**src/rtl/rhb_pkg.sv**
```systemverilog
// Shared definitions for the rename history buffer.
// Assumes: pointer arithmetic is done on indices smaller than the ring depth.
package rhb_pkg;

    // Rollback walker state
    typedef enum logic {
        RB_IDLE = 1'b0,
        RB_WALK = 1'b1
    } rb_state_e;

    // Advance a ring index by step slots, wrapping at depth (step <= depth)
    function automatic int ring_wrap(input int idx, input int step, input int depth);
        int sum;
        sum = idx + step;
        if (sum >= depth) sum = sum - depth;
        return sum;
    endfunction

endpackage

```
**src/rtl/rhb_ring.sv**
```systemverilog
// Circular store of rename records, oldest at head, youngest just below tail.
// Supports one push at the young end, popping up to RETIRE_W records from the
// old end, or popping the youngest record, all in one cycle.
// Assumes: the controller never pops more than it holds, never pushes while
// full, and never pops both ends in the same cycle.
module rhb_ring
    import rhb_pkg::*;
#(
    parameter int DEPTH    = 8,
    parameter int SEQ_W    = 16,
    parameter int AREG_W   = 5,
    parameter int PREG_W   = 7,
    parameter int RETIRE_W = 2,
    localparam int PTR_W   = (DEPTH > 1) ? $clog2(DEPTH) : 1,
    localparam int CNT_W   = $clog2(DEPTH + 1),
    localparam int NPOP_W  = $clog2(RETIRE_W + 1)
) (
    input  logic                               clk,
    input  logic                               rst_n,
    input  logic                               push_en,
    input  logic [SEQ_W-1:0]                   push_seq,
    input  logic [AREG_W-1:0]                  push_areg,
    input  logic [PREG_W-1:0]                  push_prev,
    input  logic [PREG_W-1:0]                  push_new,
    input  logic [NPOP_W-1:0]                  head_pop_n,
    input  logic                               tail_pop,
    output logic [CNT_W-1:0]                   count,
    output logic [RETIRE_W-1:0][SEQ_W-1:0]     head_seq,
    output logic [SEQ_W-1:0]                   tail_seq,
    output logic [AREG_W-1:0]                  tail_areg,
    output logic [PREG_W-1:0]                  tail_prev,
    output logic [PREG_W-1:0]                  tail_new
);

    logic [SEQ_W-1:0]  seq_mem  [DEPTH];
    logic [AREG_W-1:0] areg_mem [DEPTH];
    logic [PREG_W-1:0] prev_mem [DEPTH];
    logic [PREG_W-1:0] new_mem  [DEPTH];

    logic [PTR_W-1:0] head_ptr;
    logic [PTR_W-1:0] tail_ptr;
    logic [PTR_W-1:0] tail_next;
    logic [PTR_W-1:0] youngest_idx;

    assign tail_next    = PTR_W'(ring_wrap(int'(tail_ptr), 1, DEPTH));
    assign youngest_idx = PTR_W'(ring_wrap(int'(tail_ptr), DEPTH - 1, DEPTH));

    // Write an accepted record into the slot at the tail
    always_ff @(posedge clk) begin
        if (push_en) begin
            seq_mem[tail_ptr]  <= push_seq;
            areg_mem[tail_ptr] <= push_areg;
            prev_mem[tail_ptr] <= push_prev;
            new_mem[tail_ptr]  <= push_new;
        end
    end

    // Move head, tail and occupancy for the operations of this cycle
    always_ff @(posedge clk) begin
        if (!rst_n) begin
            head_ptr <= '0;
            tail_ptr <= '0;
            count    <= '0;
        end else begin
            head_ptr <= PTR_W'(ring_wrap(int'(head_ptr), int'(head_pop_n), DEPTH));
            if (push_en)       tail_ptr <= tail_next;
            else if (tail_pop) tail_ptr <= youngest_idx;
            count <= count - CNT_W'(head_pop_n) + CNT_W'(push_en) - CNT_W'(tail_pop);
        end
    end

    // Expose the RETIRE_W oldest sequence numbers for the commit selector
    for (genvar i = 0; i < RETIRE_W; i++) begin : g_head_view
        logic [PTR_W-1:0] slot;
        assign slot        = PTR_W'(ring_wrap(int'(head_ptr), i, DEPTH));
        assign head_seq[i] = seq_mem[slot];
    end

    // Expose the youngest record for the rollback walker
    assign tail_seq  = seq_mem[youngest_idx];
    assign tail_areg = areg_mem[youngest_idx];
    assign tail_prev = prev_mem[youngest_idx];
    assign tail_new  = new_mem[youngest_idx];


    no_push_when_full_chk: assert property (@(posedge clk) disable iff (!rst_n)
        (count == CNT_W'(DEPTH)) |-> !push_en);

    no_tail_pop_when_empty_chk: assert property (@(posedge clk) disable iff (!rst_n)
        tail_pop |-> (count != '0));

    no_head_overpop_chk: assert property (@(posedge clk) disable iff (!rst_n)
        CNT_W'(head_pop_n) <= count);

    occupancy_bound_chk: assert property (@(posedge clk) disable iff (!rst_n)
        count <= CNT_W'(DEPTH));

endmodule

```
**src/rtl/rhb_retire_sel.sv**
```systemverilog
// Decides how many of the oldest records a commit may retire this cycle:
// the longest run from the head, capped at RETIRE_W, whose sequence numbers
// are not above the done sequence number.
// Assumes: sequence numbers do not wrap within the buffer's lifetime.
module rhb_retire_sel #(
    parameter int SEQ_W    = 16,
    parameter int RETIRE_W = 2,
    parameter int CNT_W    = 4,
    localparam int NPOP_W  = $clog2(RETIRE_W + 1)
) (
    input  logic                           enable,
    input  logic [CNT_W-1:0]               count,
    input  logic [RETIRE_W-1:0][SEQ_W-1:0] head_seq,
    input  logic [SEQ_W-1:0]               done_seq,
    output logic [NPOP_W-1:0]              pop_n
);

    logic [RETIRE_W-1:0] eligible;

    // Flag each head-side slot that holds a record old enough to retire
    for (genvar i = 0; i < RETIRE_W; i++) begin : g_elig
        assign eligible[i] = (CNT_W'(i) < count) && (head_seq[i] <= done_seq);
    end

    // Count the unbroken run of eligible slots starting at the head
    always_comb begin
        logic run;
        run   = enable;
        pop_n = '0;
        for (int i = 0; i < RETIRE_W; i++) begin
            if (run && eligible[i]) pop_n = NPOP_W'(i + 1);
            else                    run   = 1'b0;
        end
    end

endmodule

```
**src/rtl/rhb_rollback.sv**
```systemverilog
// Rollback walker: after a squash or flush request it pops the youngest record
// once per cycle while that record qualifies, and issues the matching map
// restore, free-list return and, for special registers, scoreboard ready write.
// Assumes: the ring holds records in age order and reports whether it is empty.
module rhb_rollback
    import rhb_pkg::*;
#(
    parameter int SEQ_W    = 16,
    parameter int AREG_W   = 5,
    parameter int PREG_W   = 7,
    parameter int NUM_PHYS = 96,
    parameter int STAT_W   = 16
) (
    input  logic              clk,
    input  logic              rst_n,
    input  logic              squash_req,
    input  logic              flush_req,
    input  logic [SEQ_W-1:0]  squash_seq,
    input  logic              entry_avail,
    input  logic [SEQ_W-1:0]  tail_seq,
    input  logic [AREG_W-1:0] tail_areg,
    input  logic [PREG_W-1:0] tail_prev,
    input  logic [PREG_W-1:0] tail_new,
    output logic              busy,
    output logic              tail_pop,
    output logic              map_we,
    output logic [AREG_W-1:0] map_areg,
    output logic [PREG_W-1:0] map_preg,
    output logic              free_we,
    output logic [PREG_W-1:0] free_preg,
    output logic              ready_we,
    output logic [PREG_W-1:0] ready_preg,
    output logic [STAT_W-1:0] undone_cnt
);

    localparam logic [PREG_W:0] SPECIAL_BASE = (PREG_W + 1)'(NUM_PHYS);

    rb_state_e        state;
    logic             flush_mode;
    logic [SEQ_W-1:0] seq_limit;
    logic             is_special;

    assign busy       = (state == RB_WALK);
    assign tail_pop   = busy && entry_avail && (flush_mode || (tail_seq > seq_limit));
    assign is_special = ({1'b0, tail_new} >= SPECIAL_BASE);

    // Enter the walk on a request, leave it once no record qualifies
    always_ff @(posedge clk) begin
        if (!rst_n) begin
            state      <= RB_IDLE;
            flush_mode <= 1'b0;
            seq_limit  <= '0;
        end else begin
            unique case (state)
                RB_IDLE: if (squash_req || flush_req) begin
                    state      <= RB_WALK;
                    flush_mode <= flush_req;
                    seq_limit  <= squash_seq;
                end
                RB_WALK: if (!tail_pop) state <= RB_IDLE;
                default: state <= RB_IDLE;
            endcase
        end
    end

    // Register the restore, return and ready writes for each undone record
    always_ff @(posedge clk) begin
        if (!rst_n) begin
            map_we     <= 1'b0;
            map_areg   <= '0;
            map_preg   <= '0;
            free_we    <= 1'b0;
            free_preg  <= '0;
            ready_we   <= 1'b0;
            ready_preg <= '0;
            undone_cnt <= '0;
        end else begin
            map_we   <= tail_pop;
            free_we  <= tail_pop;
            ready_we <= tail_pop && is_special;
            if (tail_pop) begin
                map_areg   <= tail_areg;
                map_preg   <= tail_prev;
                free_preg  <= tail_new;
                ready_preg <= tail_new;
                undone_cnt <= undone_cnt + 1'b1;
            end
        end
    end


    walk_needs_request_chk: assert property (@(posedge clk) disable iff (!rst_n)
        $rose(busy) |-> $past(squash_req || flush_req));

    restore_after_walk_chk: assert property (@(posedge clk) disable iff (!rst_n)
        map_we |-> $past(busy));

    undo_counts_once_chk: assert property (@(posedge clk) disable iff (!rst_n)
        map_we |-> (undone_cnt == $past(undone_cnt) + 1'b1));

endmodule

```
**src/rtl/rename_history_buf.sv**
```systemverilog
// Per-thread rename history buffer. Records each destination rename, retires
// records in age order on commit, and rolls back younger records on a squash
// or all records on a flush, driving the external map, free list and
// scoreboard through write ports.
// Assumes: sequence numbers rise monotonically and do not wrap while held.
module rename_history_buf #(
    parameter int DEPTH    = 8,
    parameter int SEQ_W    = 16,
    parameter int AREG_W   = 5,
    parameter int PREG_W   = 7,
    parameter int NUM_PHYS = 96,
    parameter int RETIRE_W = 2,
    parameter int STAT_W   = 16,
    localparam int CNT_W   = $clog2(DEPTH + 1),
    localparam int NPOP_W  = $clog2(RETIRE_W + 1)
) (
    input  logic              clk,
    input  logic              rst_n,
    input  logic              push_valid,
    input  logic [SEQ_W-1:0]  push_seq,
    input  logic [AREG_W-1:0] push_areg,
    input  logic [PREG_W-1:0] push_prev,
    input  logic [PREG_W-1:0] push_new,
    input  logic [SEQ_W-1:0]  done_seq,
    input  logic              done_is_squash,
    input  logic              squash_req,
    input  logic [SEQ_W-1:0]  squash_seq,
    input  logic              flush_req,
    output logic              full,
    output logic              busy,
    output logic              map_we,
    output logic [AREG_W-1:0] map_areg,
    output logic [PREG_W-1:0] map_preg,
    output logic              free_we,
    output logic [PREG_W-1:0] free_preg,
    output logic              ready_we,
    output logic [PREG_W-1:0] ready_preg,
    output logic [STAT_W-1:0] committed_cnt,
    output logic [STAT_W-1:0] undone_cnt
);

    logic [CNT_W-1:0]               occ;
    logic [RETIRE_W-1:0][SEQ_W-1:0] head_seq;
    logic [SEQ_W-1:0]               tail_seq;
    logic [AREG_W-1:0]              tail_areg;
    logic [PREG_W-1:0]              tail_prev;
    logic [PREG_W-1:0]              tail_new;
    logic                           tail_pop;
    logic [NPOP_W-1:0]              pop_n;
    logic                           push_en;
    logic                           commit_en;
    logic                           req_any;

    assign req_any   = squash_req || flush_req;
    assign full      = (occ == CNT_W'(DEPTH));
    assign push_en   = push_valid && !full && !busy && !req_any;
    assign commit_en = (done_seq != '0) && !done_is_squash && !busy && !req_any;

    rhb_ring #(
        .DEPTH(DEPTH), .SEQ_W(SEQ_W), .AREG_W(AREG_W),
        .PREG_W(PREG_W), .RETIRE_W(RETIRE_W)
    ) ring_i (
        .clk(clk), .rst_n(rst_n),
        .push_en(push_en), .push_seq(push_seq), .push_areg(push_areg),
        .push_prev(push_prev), .push_new(push_new),
        .head_pop_n(pop_n), .tail_pop(tail_pop),
        .count(occ), .head_seq(head_seq),
        .tail_seq(tail_seq), .tail_areg(tail_areg),
        .tail_prev(tail_prev), .tail_new(tail_new)
    );

    rhb_retire_sel #(
        .SEQ_W(SEQ_W), .RETIRE_W(RETIRE_W), .CNT_W(CNT_W)
    ) retire_i (
        .enable(commit_en), .count(occ), .head_seq(head_seq),
        .done_seq(done_seq), .pop_n(pop_n)
    );

    rhb_rollback #(
        .SEQ_W(SEQ_W), .AREG_W(AREG_W), .PREG_W(PREG_W),
        .NUM_PHYS(NUM_PHYS), .STAT_W(STAT_W)
    ) walk_i (
        .clk(clk), .rst_n(rst_n),
        .squash_req(squash_req), .flush_req(flush_req), .squash_seq(squash_seq),
        .entry_avail(occ != '0),
        .tail_seq(tail_seq), .tail_areg(tail_areg),
        .tail_prev(tail_prev), .tail_new(tail_new),
        .busy(busy), .tail_pop(tail_pop),
        .map_we(map_we), .map_areg(map_areg), .map_preg(map_preg),
        .free_we(free_we), .free_preg(free_preg),
        .ready_we(ready_we), .ready_preg(ready_preg),
        .undone_cnt(undone_cnt)
    );

    // Accumulate the number of records retired by commit
    always_ff @(posedge clk) begin
        if (!rst_n) committed_cnt <= '0;
        else        committed_cnt <= committed_cnt + STAT_W'(pop_n);
    end


    no_retire_while_walking_chk: assert property (@(posedge clk) disable iff (!rst_n)
        busy |-> (pop_n == '0));

    no_push_while_walking_chk: assert property (@(posedge clk) disable iff (!rst_n)
        busy |-> !push_en);

    zero_done_no_retire_chk: assert property (@(posedge clk) disable iff (!rst_n)
        (done_seq == '0 || done_is_squash) |-> (pop_n == '0));

endmodule

```
**config.mk**
```make
export PLATFORM = sky130hd
export DESIGN_NAME = rename_history_buf
export DESIGN_NICKNAME = d
export VERILOG_FILES = /design/src/rtl/rhb_pkg.sv /design/src/rtl/rhb_ring.sv /design/src/rtl/rhb_retire_sel.sv /design/src/rtl/rhb_rollback.sv /design/src/rtl/rename_history_buf.sv
export SDC_FILE = /design/constraint.sdc
export NUM_CORES = 1
export LEC_CHECK = 0
export ABC_AREA = 1
export ABC_CLOCK_PERIOD_IN_PS = 7600
export BUFFER_PORTS_ARGS = -buffer_cell sky130_fd_sc_hd__buf_2
export CORE_MARGIN = 4
export CORE_UTILIZATION = 55
export CTS_BUF_LIST = sky130_fd_sc_hd__clkbuf_4 sky130_fd_sc_hd__clkbuf_8
export CTS_CLUSTER_DIAMETER = 80
export DETAILED_ROUTE_END_ITERATION = 6
export PLACE_DENSITY = 0.74
export SYNTH_ARGS = -nofsm -noshare
export SYNTH_HDL_FRONTEND = slang
export SYNTH_SLANG_ARGS = --single-unit
```
**constraint.sdc**
```tcl
create_clock -name clk -period 7.6 [get_ports clk]
set_input_delay 1.14 -clock clk [delete_from_list [all_inputs] [get_ports clk]]
set_output_delay 1.14 -clock clk [all_outputs]
set_load 0.005 [all_outputs]
```
Word-level counts from Yosys, hierarchy flattened. Memory sizes are Yosys's and may differ from the RTL's. A register that Yosys moved wholly into a read port is not among the register bits. Cells that the tools add are included.

Bits in registers: 69. Memory bits (writable): 280. Memories: 4.

Memories: ring_i.seq_mem (words 8, width 16, rd ports 3, clocked after Yosys merged registers in 0, wr ports 1, RTL line rhb_ring.sv:35) `logic [SEQ_W-1:0] seq_mem [DEPTH];`; ring_i.new_mem (words 8, width 7, rd ports 1, clocked after Yosys merged registers in 0, wr ports 1, RTL line rhb_ring.sv:38) `logic [PREG_W-1:0] new_mem [DEPTH];`; ring_i.prev_mem (words 8, width 7, rd ports 1, clocked after Yosys merged registers in 1, wr ports 1, RTL line rhb_ring.sv:37) `logic [PREG_W-1:0] prev_mem [DEPTH];`; ring_i.areg_mem (words 8, width 5, rd ports 1, clocked after Yosys merged registers in 1, wr ports 1, RTL line rhb_ring.sv:36) `logic [AREG_W-1:0] areg_mem [DEPTH];`.

Bitwise gates (word level): 1. Add/subtract/negate cells: 14. Magnitude comparators: 11. Equal/unequal tests: 1. Mux-type cells: 15. Reductions and logical operators: 25.

Operator list (number): $le 16x16->1 (2); $mux 3 (7); $add 16x1->16 const B (1); $add 16x2->16 (1); $ge 4x4->1 const B (4); $gt 16x16->1 (1); $reduce_bool 16->1 (1); $sub 3x1->3 const B (5); $logic_and 1x1->1 (13); $add 3x1->4 const B (2); $lt 1x4->1 const A (2); $ge 7x7->1 const B (1); $logic_not 1->1 (6); $mux 1 (6); $add 3x2->4 (1); $add 3x3->4 const B (1); $add 4x1->4 (1); $eq 4x4->1 const B (1); $ge 3x4->1 const B (1); $reduce_bool 4->1 (1); $sub 4x1->4 (1); $sub 4x2->4 (1); $logic_or 1x1->1 (2); $mux 2 (1); 4 further kinds (4).

Longest topological paths before layout. Gate-level depths: netlist of the first run. An unclocked memory read counts as a cell.

Word-level depth: 12. Mapped depth: 36. Gate-level depth less buffers: 29.

By module. From an unflattened synthesis of the first run, not the netlist that was laid out.

Cell total of the unflattened synthesis: 2525. Area total of the unflattened synthesis: 20000.4 um^2.

By module, submodules not included: rhb_ring (area an instance 15293.4 um^2, seq. area each 8608.3 um^2, cells each 1887, instances 1); rhb_rollback (area an instance 2976.6 um^2, seq. area each 1101.1 um^2, cells each 366, instances 1); rename_history_buf (area an instance 895.9 um^2, seq. area each 320.3 um^2, cells each 140, instances 1); rhb_retire_sel (area an instance 834.6 um^2, seq. area each 0.0 um^2, cells each 132, instances 1).

Worst setup path before layout of the first run. OpenSTA, ideal clock, no wires.

Kind: flip-flop to flip-flop. From: register ring_i.tail_ptr[0]. To: register ring_i.count[2]. Path slack: 2832 ps. Arrival: 4701 ps. Buffers on the path: 7. Data required time: 7533 ps. Cell stages (with the launch flop): 30. Period minus slack after synthesis: 4768 ps. Library setup time: 67 ps. Path through: dfxtp_1 inv_1 buf_2 buf_2 buf_2 ha_1 clkbuf_1 buf_4 clkbuf_1 o211ai_1 nand2_1 nor2_1 a31oi_1 ha_1 a21oi_1 o21ai_0 nor2_1 nand2_1 nand2_1 nand2_2 nand2_4 inv_4 buf_6 fa_1 inv_1 fa_1 ha_1 inv_1 fa_1 nor2_1.

Word-level cells in the longest chain between the ends: 8. Elaborated cells between the ends (all ways): 9. Classes of those cells: add/sub: 3; order compare: 2; mux: 1; reduce/logical: 2; memory: 1.

RTL lines: start, declared (RTL line rhb_ring.sv:41) `logic [PTR_W-1:0] tail_ptr;`; start signal, assigned (RTL line rhb_ring.sv:66) `if (push_en) tail_ptr <= tail_next;`; start signal, assigned (RTL line rhb_ring.sv:67) `else if (tail_pop) tail_ptr <= youngest_idx;`; $add 3x3->4 * (RTL line rhb_pkg.sv:14) `sum = idx + step;`; $ge 4x4->1 / $sub 3x1->3 (equally long branches) (RTL line rhb_pkg.sv:15) `if (sum >= depth) sum = sum - depth;`; $mux 3 * (RTL line rhb_pkg.sv:15); $mem_v2 8x16 *; $gt 16x16->1 * (RTL line rhb_rollback.sv:44) `assign tail_pop = busy && entry_avail && (flush_mode || (tail_seq > seq_limit));`; $logic_or 1x1->1 * (RTL line rhb_rollback.sv:44); $logic_and 1x1->1 * (RTL line rhb_rollback.sv:44); net ring_i.tail_pop (RTL line rhb_ring.sv:26) `input logic tail_pop,`; $sub 4x1->4 * (RTL line rhb_ring.sv:68) `count <= count - CNT_W'(head_pop_n) + CNT_W'(push_en) - CNT_W'(tail_pop);`; end signal, assigned (RTL line rhb_ring.sv:68); end, declared (RTL line rhb_ring.sv:27) `output logic [CNT_W-1:0] count,`.

Mark *: on every way through the listed nets, which the timed path passes. The rest lies on a longest branch. A chain may end at the register's enable or synchronous reset.

Worst setup path in the final report of the first run.
From: register ring_i.tail_ptr[0]. To: register ring_i.count[2].

Word-level cells in the longest chain between the ends: 8. Elaborated cells between the ends (all ways): 9. Classes of those cells: add/sub: 3; order compare: 2; mux: 1; reduce/logical: 2; memory: 1.

RTL lines (RTL line): $add 3x3->4 * (rhb_pkg.sv:14); $ge 4x4->1 / $sub 3x1->3 (equally long branches) (rhb_pkg.sv:15); $mux 3 * (rhb_pkg.sv:15); $mem_v2 8x16 *; $gt 16x16->1 * (rhb_rollback.sv:44); $logic_or 1x1->1 * (rhb_rollback.sv:44); $logic_and 1x1->1 * (rhb_rollback.sv:44); $sub 4x1->4 * (rhb_ring.sv:68).

Mark *: on every way between the ends. The rest lies on a longest branch, timed or not.

==> results of run 1 <==
-- per-layer routing --
layer	vias to the layer above	GRT usage	wire length, µm
met5	-	0	54
met4	8	0.0776	1070
met3	95	0.0503	4670
met2	728	0.383	20500
met1	6657	0.365	19700
li1	6837	-	-
-- cells in the final DEF, fill, tap and decap left out, drive strengths merged, types with 4 or more instances in the layout --
master / count
nand2: 338
edfxtp: 280
o21ai: 234
a21oi: 211
inv: 173
buf: 163
nor2: 130
nand3: 125
clkbuf: 84
dfxtp: 81
ha: 59
a31oi: 45
o211ai: 18
nor3: 17
a221oi: 15
xor2: 11
xnor2: 11
nand4: 10
clkinv: 10
nor4: 7
o21a: 5
fa: 5
o22ai: 4
-- cells in the mapped netlist --
library cell / count / share of area
a211oi_1: 1 / 0.00042
a21o_1: 1 / 0.00042
a21oi_1: 210 / 0.059
a21oi_2: 1 / 0.00049
a221oi_1: 15 / 0.0074
a31oi_1: 45 / 0.016
a41oi_1: 1 / 0.00049
buf_1: 11 / 0.0023
buf_2: 40 / 0.011
buf_4: 12 / 0.0051
buf_6: 3 / 0.0019
clkbuf_1: 61 / 0.013
dfxtp_1: 81 / 0.091
edfxtp_1: 280 / 0.47
fa_1: 5 / 0.0056
ha_1: 59 / 0.041
inv_1: 171 / 0.036
inv_2: 1 / 0.00021
inv_4: 1 / 0.00035
nand2_1: 334 / 0.070
nand2_2: 3 / 0.0011
nand2_4: 1 / 0.00063
nand3_1: 124 / 0.035
nand3_2: 1 / 0.00056
nand4_1: 9 / 0.0032
nand4_2: 1 / 0.00070
nor2_1: 129 / 0.027
nor2_2: 1 / 0.00035
nor3_1: 14 / 0.0039
nor3_2: 3 / 0.0017
nor4_1: 5 / 0.0018
nor4_2: 1 / 0.00070
nor4_4: 1 / 0.0012
o211ai_1: 18 / 0.0076
o21a_1: 5 / 0.0021
o21ai_0: 217 / 0.061
o21ai_1: 17 / 0.0048
o22ai_1: 4 / 0.0014
xnor2_1: 10 / 0.0049
xnor2_2: 1 / 0.00091
xor2_1: 11 / 0.0054
-- sequential cells by signal (all words and copies together), names as in the netlist, 16 cells and up --
register / cells
committed_cnt: 16
ring_i.prev_mem: 56
walk_i.undone_cnt: 16
ring_i.areg_mem: 40
walk_i.seq_limit: 16
ring_i.seq_mem: 128
ring_i.new_mem: 56
-- tightest hold or removal path: stages, from the launching register on --
cell,delay (ps)
dfxtp_1,320
inv_1,50
a21oi_1,50
-- cell type report --
cell class / instances / area share
clock buffers: 84 / 0.0503
inverters: 173 / 0.0330
well taps: 402 / 0.0254
repair buffers: 163 / 0.0448
flip-flops and latches: 361 / 0.508
clock inverters: 11 / 0.00437
multi-input cells: 1248 / 0.334
-- worst max-delay path by stage --
| stage | cells after the start | from | endpoint | slack, ps |
|---|---|---|---|---|
| after floorplan | 29 | ring_i.tail_ptr[0] | ring_i.count[2] | 2830 |
| after global placement | 25 | ring_i.tail_ptr[0] | ring_i.count[2] | 1920 |
| after detailed placement | 24 | ring_i.tail_ptr[0] | ring_i.count[2] | 1790 |
| after CTS | 24 | ring_i.tail_ptr[0] | ring_i.count[2] | 1760 |
| after global routing | 25 | ring_i.tail_ptr[0] | ring_i.count[2] | 1300 |
| final | 24 | ring_i.tail_ptr[0] | ring_i.count[2] | 1720 |
-- stage by stage --
stage               cell area [µm²]  setup slack (ps)  power [mW]  hold slack, ps  utilization
floorplan                     17800              2830        4.01             435            -
global placement              18700              1920        4.64             443        0.589
detailed placement            18700              1790        4.71             450        0.589
CTS                           19800              1760        6.29             461        0.623
global route                  19800              1300        6.69             481        0.623
finish                        19800              1720        6.29             455        0.623
-- logic make-up after synthesis --
family	after synthesis	synth area share
flops	361	0.563
buf+inv	300	0.0699
fa+ha+maj	64	0.0470
simple gates	627	0.148
compound gates	535	0.161
xor+xnor	22	0.0112
-- report_power, final --
group / internal, mW / total, mW / switching, mW
logic: 0.764 / 2.38 / 1.61
registers: 2.24 / 2.34 / 0.0972
clock network: 0.862 / 1.58 / 0.716
total: 3.87 / 6.29 / 2.43
==> results.yml, run 1 <==
logic_synthesis:
  synth-seq-area-share: 0.563
  synth_area_per_cell_um2: 9.33
  ys.warnings.count: 0
  synth_cells: 1909
  netlist_area_um2: 17800
  synth_cell_types: 41
  ys_seq_elements: 361
  synth_nets: 2046
hold_path:
  hold-path-cell-count: 2
  hold_path_end: "committed_cnt[15]"
  hp-start: "committed_cnt[15]"
  min_path_type: "flop to flop"
sta:
  tns_ps: 0
  setup_viol: 0
  hold_violations: 0
  worstMarginPinSlew_ps: 1290
  post-route-period-util: 0.774
  final_max_slew_viol_count: 0
  maxSlewHeadroom: 0.142
  rsz0062_at_grt: "false"
  fin_skew_ps: 25.8
  period_needed_ps: 5880
  fmax_ghz: 0.170
layout:
  syn2layout_area_growth_pct: 10.9
  multi_input_area_um2: 6610
  antenna_cells: 0
  drive_gt1_frac: 0.137
  fill_cells: 2584
  final-seq-area_um2: 10000
  layout.cells.non_filler: 2442
  finalNetCount: 2141
cts:
  clk_path_buf_depth: 3
  cts_resized: 0
  cts_root_buffer: "clkbuf_8"
  cts_tree: "built"
  cts_hold_buf: 0
  cts_setup_buffers: 0
  cts_sinks: 361
  cts_max_level: 2
  path_clk_slew_ps: 60
  clk_latency_ps: 610
  cts_buffers: 57
placed_design:
  dp_hpwl_mm: 29.3
  port_buffers: 135
  gp_congestion: 0.882
  dp_cells: 2347
route:
  first_pass_iters: 6
  drt_iter0_drc: 1933
  wirelength_mm: 46.0
  vias: 14300
  drc: 0
  routedWlPerCell_um: 18.8
  via_per_inst: 5.87
  ant_nets: 0
global_route:
  grt_max_degree: 81
  overflow: 0
  gr-usage-all-layers: 0.251
  grt_pass1_vias: 13300
  antenna_found_initial: 5
  grt_pass1_wl_mm: 71.3
setup_path:
  cp_common_cell: "nand2_1"
  crit_buf_inv: 5
  start_kind: "flop"
  cpPeakStageDelay_ps: 690
  path_delay_family: "adder cells"
  crit_slowest_cell: "buf_4"
  reg2reg_from: "ring_i.tail_ptr[0]"
  cp.arrival_ps: 6390
  worstRegToRegCells: 24
  crit_fanout: 77
  end_kind: "flop"
  reg2reg_to: "ring_i.count[2]"
  rrSetupSlack_ps: 1720
  critPathKind: "flop to flop"
  required_ps: 8110
  path_cells: "buf_4, buf_4, o21ai_0, nand2_1, nor2_1, a31oi_1, ha_1, nand2_1, nor2_1, nor2_1, nand2_1, nand2_1, nand2_1, nand2_1, nand2_2, nand2_4, inv_4, fa_1, inv_1, fa_1, ha_1, inv_1, fa_1, nor2_1"
floorplanning:
  rows: 65
  core_um2: 31700
  die_h_um: 188
  dieArea_um2: 35300
  die_w_um: 188
  io_pins: 136
  start_util: 0.562
outcome:
  outcome: "finished, final reports clean"
pwr:
  vdd_drop_max_uv: 214
  p_leak_nw: 7.73
  cellPowerDensity_nw_per_um2: 318
flow_run:
  max-cap-violations: 0
Note: power is estimated with default switching activity, not from simulation.
==> inputs of run 2 (changes only) <==
ABC_CLOCK_PERIOD_IN_PS = 6100   (was 7600)
clock period = 6.1 ns   (was 7.6 ns; I/O delays follow)
==> run 2 against run 1 <==
First-iteration DRC count down 16%; sequential share of layout area down 0.16 points; combinational power up 26%; cell count up 0.20%; critical path depth up 3; critical path type unchanged; critical endpoint is now ring_i.count[3].
==> results.yml, run 2 (synthesis gave the netlist of run 1 again) <==
outcome:
  outcome: "finished, final reports clean"
flow_run:
  max-cap-violations: 0
route:
  wirelength_mm: 46.2
  via_per_inst: 5.92
  first_pass_iters: 7
  drt_iter0_drc: 1630
  ant_nets: 0
  vias: 14500
  routedWlPerCell_um: 18.9
  drc: 0
cts:
  cts_sinks: 361
  cts_root_buffer: "clkbuf_8"
  cts_buffers: 56
  cts_hold_buf: 0
  clk_latency_ps: 610
  cts_setup_buffers: 0
  cts_resized: 0
  cts_tree: "built"
  cts_max_level: 2
  path_clk_slew_ps: 60
  clk_path_buf_depth: 3
sta:
  fin_ws_ps: 745
  hold_violations: 0
  fmax_ghz: 0.187
  maxSlewHeadroom: 0.217
  setup_viol: 0
  tns_ps: 0
  final_max_slew_viol_count: 0
  post-route-period-util: 0.878
  worstMarginPinSlew_ps: 1170
  rsz0062_at_grt: "false"
  fin_skew_ps: 19.5
  period_needed_ps: 5350
floorplanning:
  die_h_um: 188
  die_w_um: 188
  rows: 65
  io_pins: 136
  core_um2: 31700
  start_util: 0.562
  dieArea_um2: 35300
global_route:
  grt_pass1_vias: 13700
  antenna_found_initial: 4
  overflow: 0
  grt_pass1_wl_mm: 73.3
  gr-usage-all-layers: 0.257
  grt_max_degree: 120
pwr:
  power_mw: 7.96
  p_leak_nw: 7.75
  cellPowerDensity_nw_per_um2: 401
  vdd_drop_max_uv: 201
layout:
  antenna_cells: 0
  largest_registers: "ring_i.seq_mem: 128 flops, ring_i.new_mem: 56 flops, ring_i.prev_mem: 56 flops"
  final_cell_mix: "nand2_1 (334), edfxtp_1 (280), o21ai_0 (217), a21oi_1 (210), inv_1 (169)"
  layout.cells.non_filler: 2447
  drive_gt1_frac: 0.138
  largest_reg_flops: 128
  fill_cells: 2576
  layout_commonest_cell: "nand2_1"
  syn2layout_area_growth_pct: 11.3
  top_register: "ring_i.seq_mem"
  finalNetCount: 2137
placed_design:
  gp_congestion: 0.920
  dp_cells: 2344
  post-place-ws_ps: 891
  port_buffers: 135
  dp_hpwl_mm: 29.1
setup_path:
  end_kind: "flop"
  cp.arrival_ps: 5810
  crit_fanout: 35
  required_ps: 6560
  critPathKind: "flop to flop"
  start_kind: "flop"
hold_path:
  min_path_type: "flop to flop"
-- run 2: cell count changes in the layout (fill, tap and decap cells not counted), sizes merged --
cell	change
buf	-3
bufinv	+2
clkbuf	-5
clkinvlp	+2
inv	+2
clkinv	+7
-- run 2: worst paths after layout --
kind         cells past startpoint               start  slack (ps)                end
max                             27  ring_i.tail_ptr[1]         750    ring_i.count[3]
min                              2   committed_cnt[15]         460  committed_cnt[15]
max reg2reg                     27  ring_i.tail_ptr[1]         750    ring_i.count[3]
min reg2reg                      2   committed_cnt[15]         460  committed_cnt[15]
-- run 2: per-stage QoR --
stage | hold slack (ps) | area [µm²] | utilization
after floorplan | 435 | 17800 | -
after global placement | 445 | 18700 | 0.589
after detailed placement | 449 | 18700 | 0.589
after CTS | 459 | 19800 | 0.625
after global routing | 487 | 19800 | 0.625
final | 463 | 19800 | 0.625
-- run 2: final cells by class --
| class | instances | area (µm²) | share of cell area |
|---|---|---|---|
| timing repair buffer | 160 | 876 | 0.0442 |
| tap | 402 | 503 | 0.0254 |
| clock inverter | 24 | 204 | 0.0103 |
| clock buffer | 79 | 950 | 0.0479 |
| sequential | 361 | 10000 | 0.506 |
| multi-input combinational | 1248 | 6610 | 0.333 |
| inverter | 173 | 652 | 0.0329 |
-- run 2: metal layers --
layer	up-vias	global-route usage	wire, µm
li1	6829	-	-
met1	6694	0.373	19700
met2	828	0.385	19900
met3	124	0.0622	5400
met4	6	0.0785	1260
met5	-	0	44
-- run 2: power by group --
group / switching [mW] / internal [mW]
sequential: 0.0891 / 2.79
clock: 0.929 / 1.14
combinational: 2.06 / 0.950
-- run 2: critical path: stages (launching register included) --
cell,delay [ps]
dfxtp_1,450
inv_1,150
ha_2,680
buf_4,450
a21oi_1,80
o21ai_0,120
nand2_1,70
nor2_1,150
a31oi_1,90
ha_1,340
nand2_1,60
nand2_1,50
nand2_1,50
a21oi_1,170
nor2_1,80
nand2_1,80
nand2_1,90
nand2_2,90
nand2_4,50
inv_4,290
fa_1,240
inv_1,50
fa_1,480
ha_1,160
inv_1,50
fa_1,370
xnor2_1,190
nor2_1,50
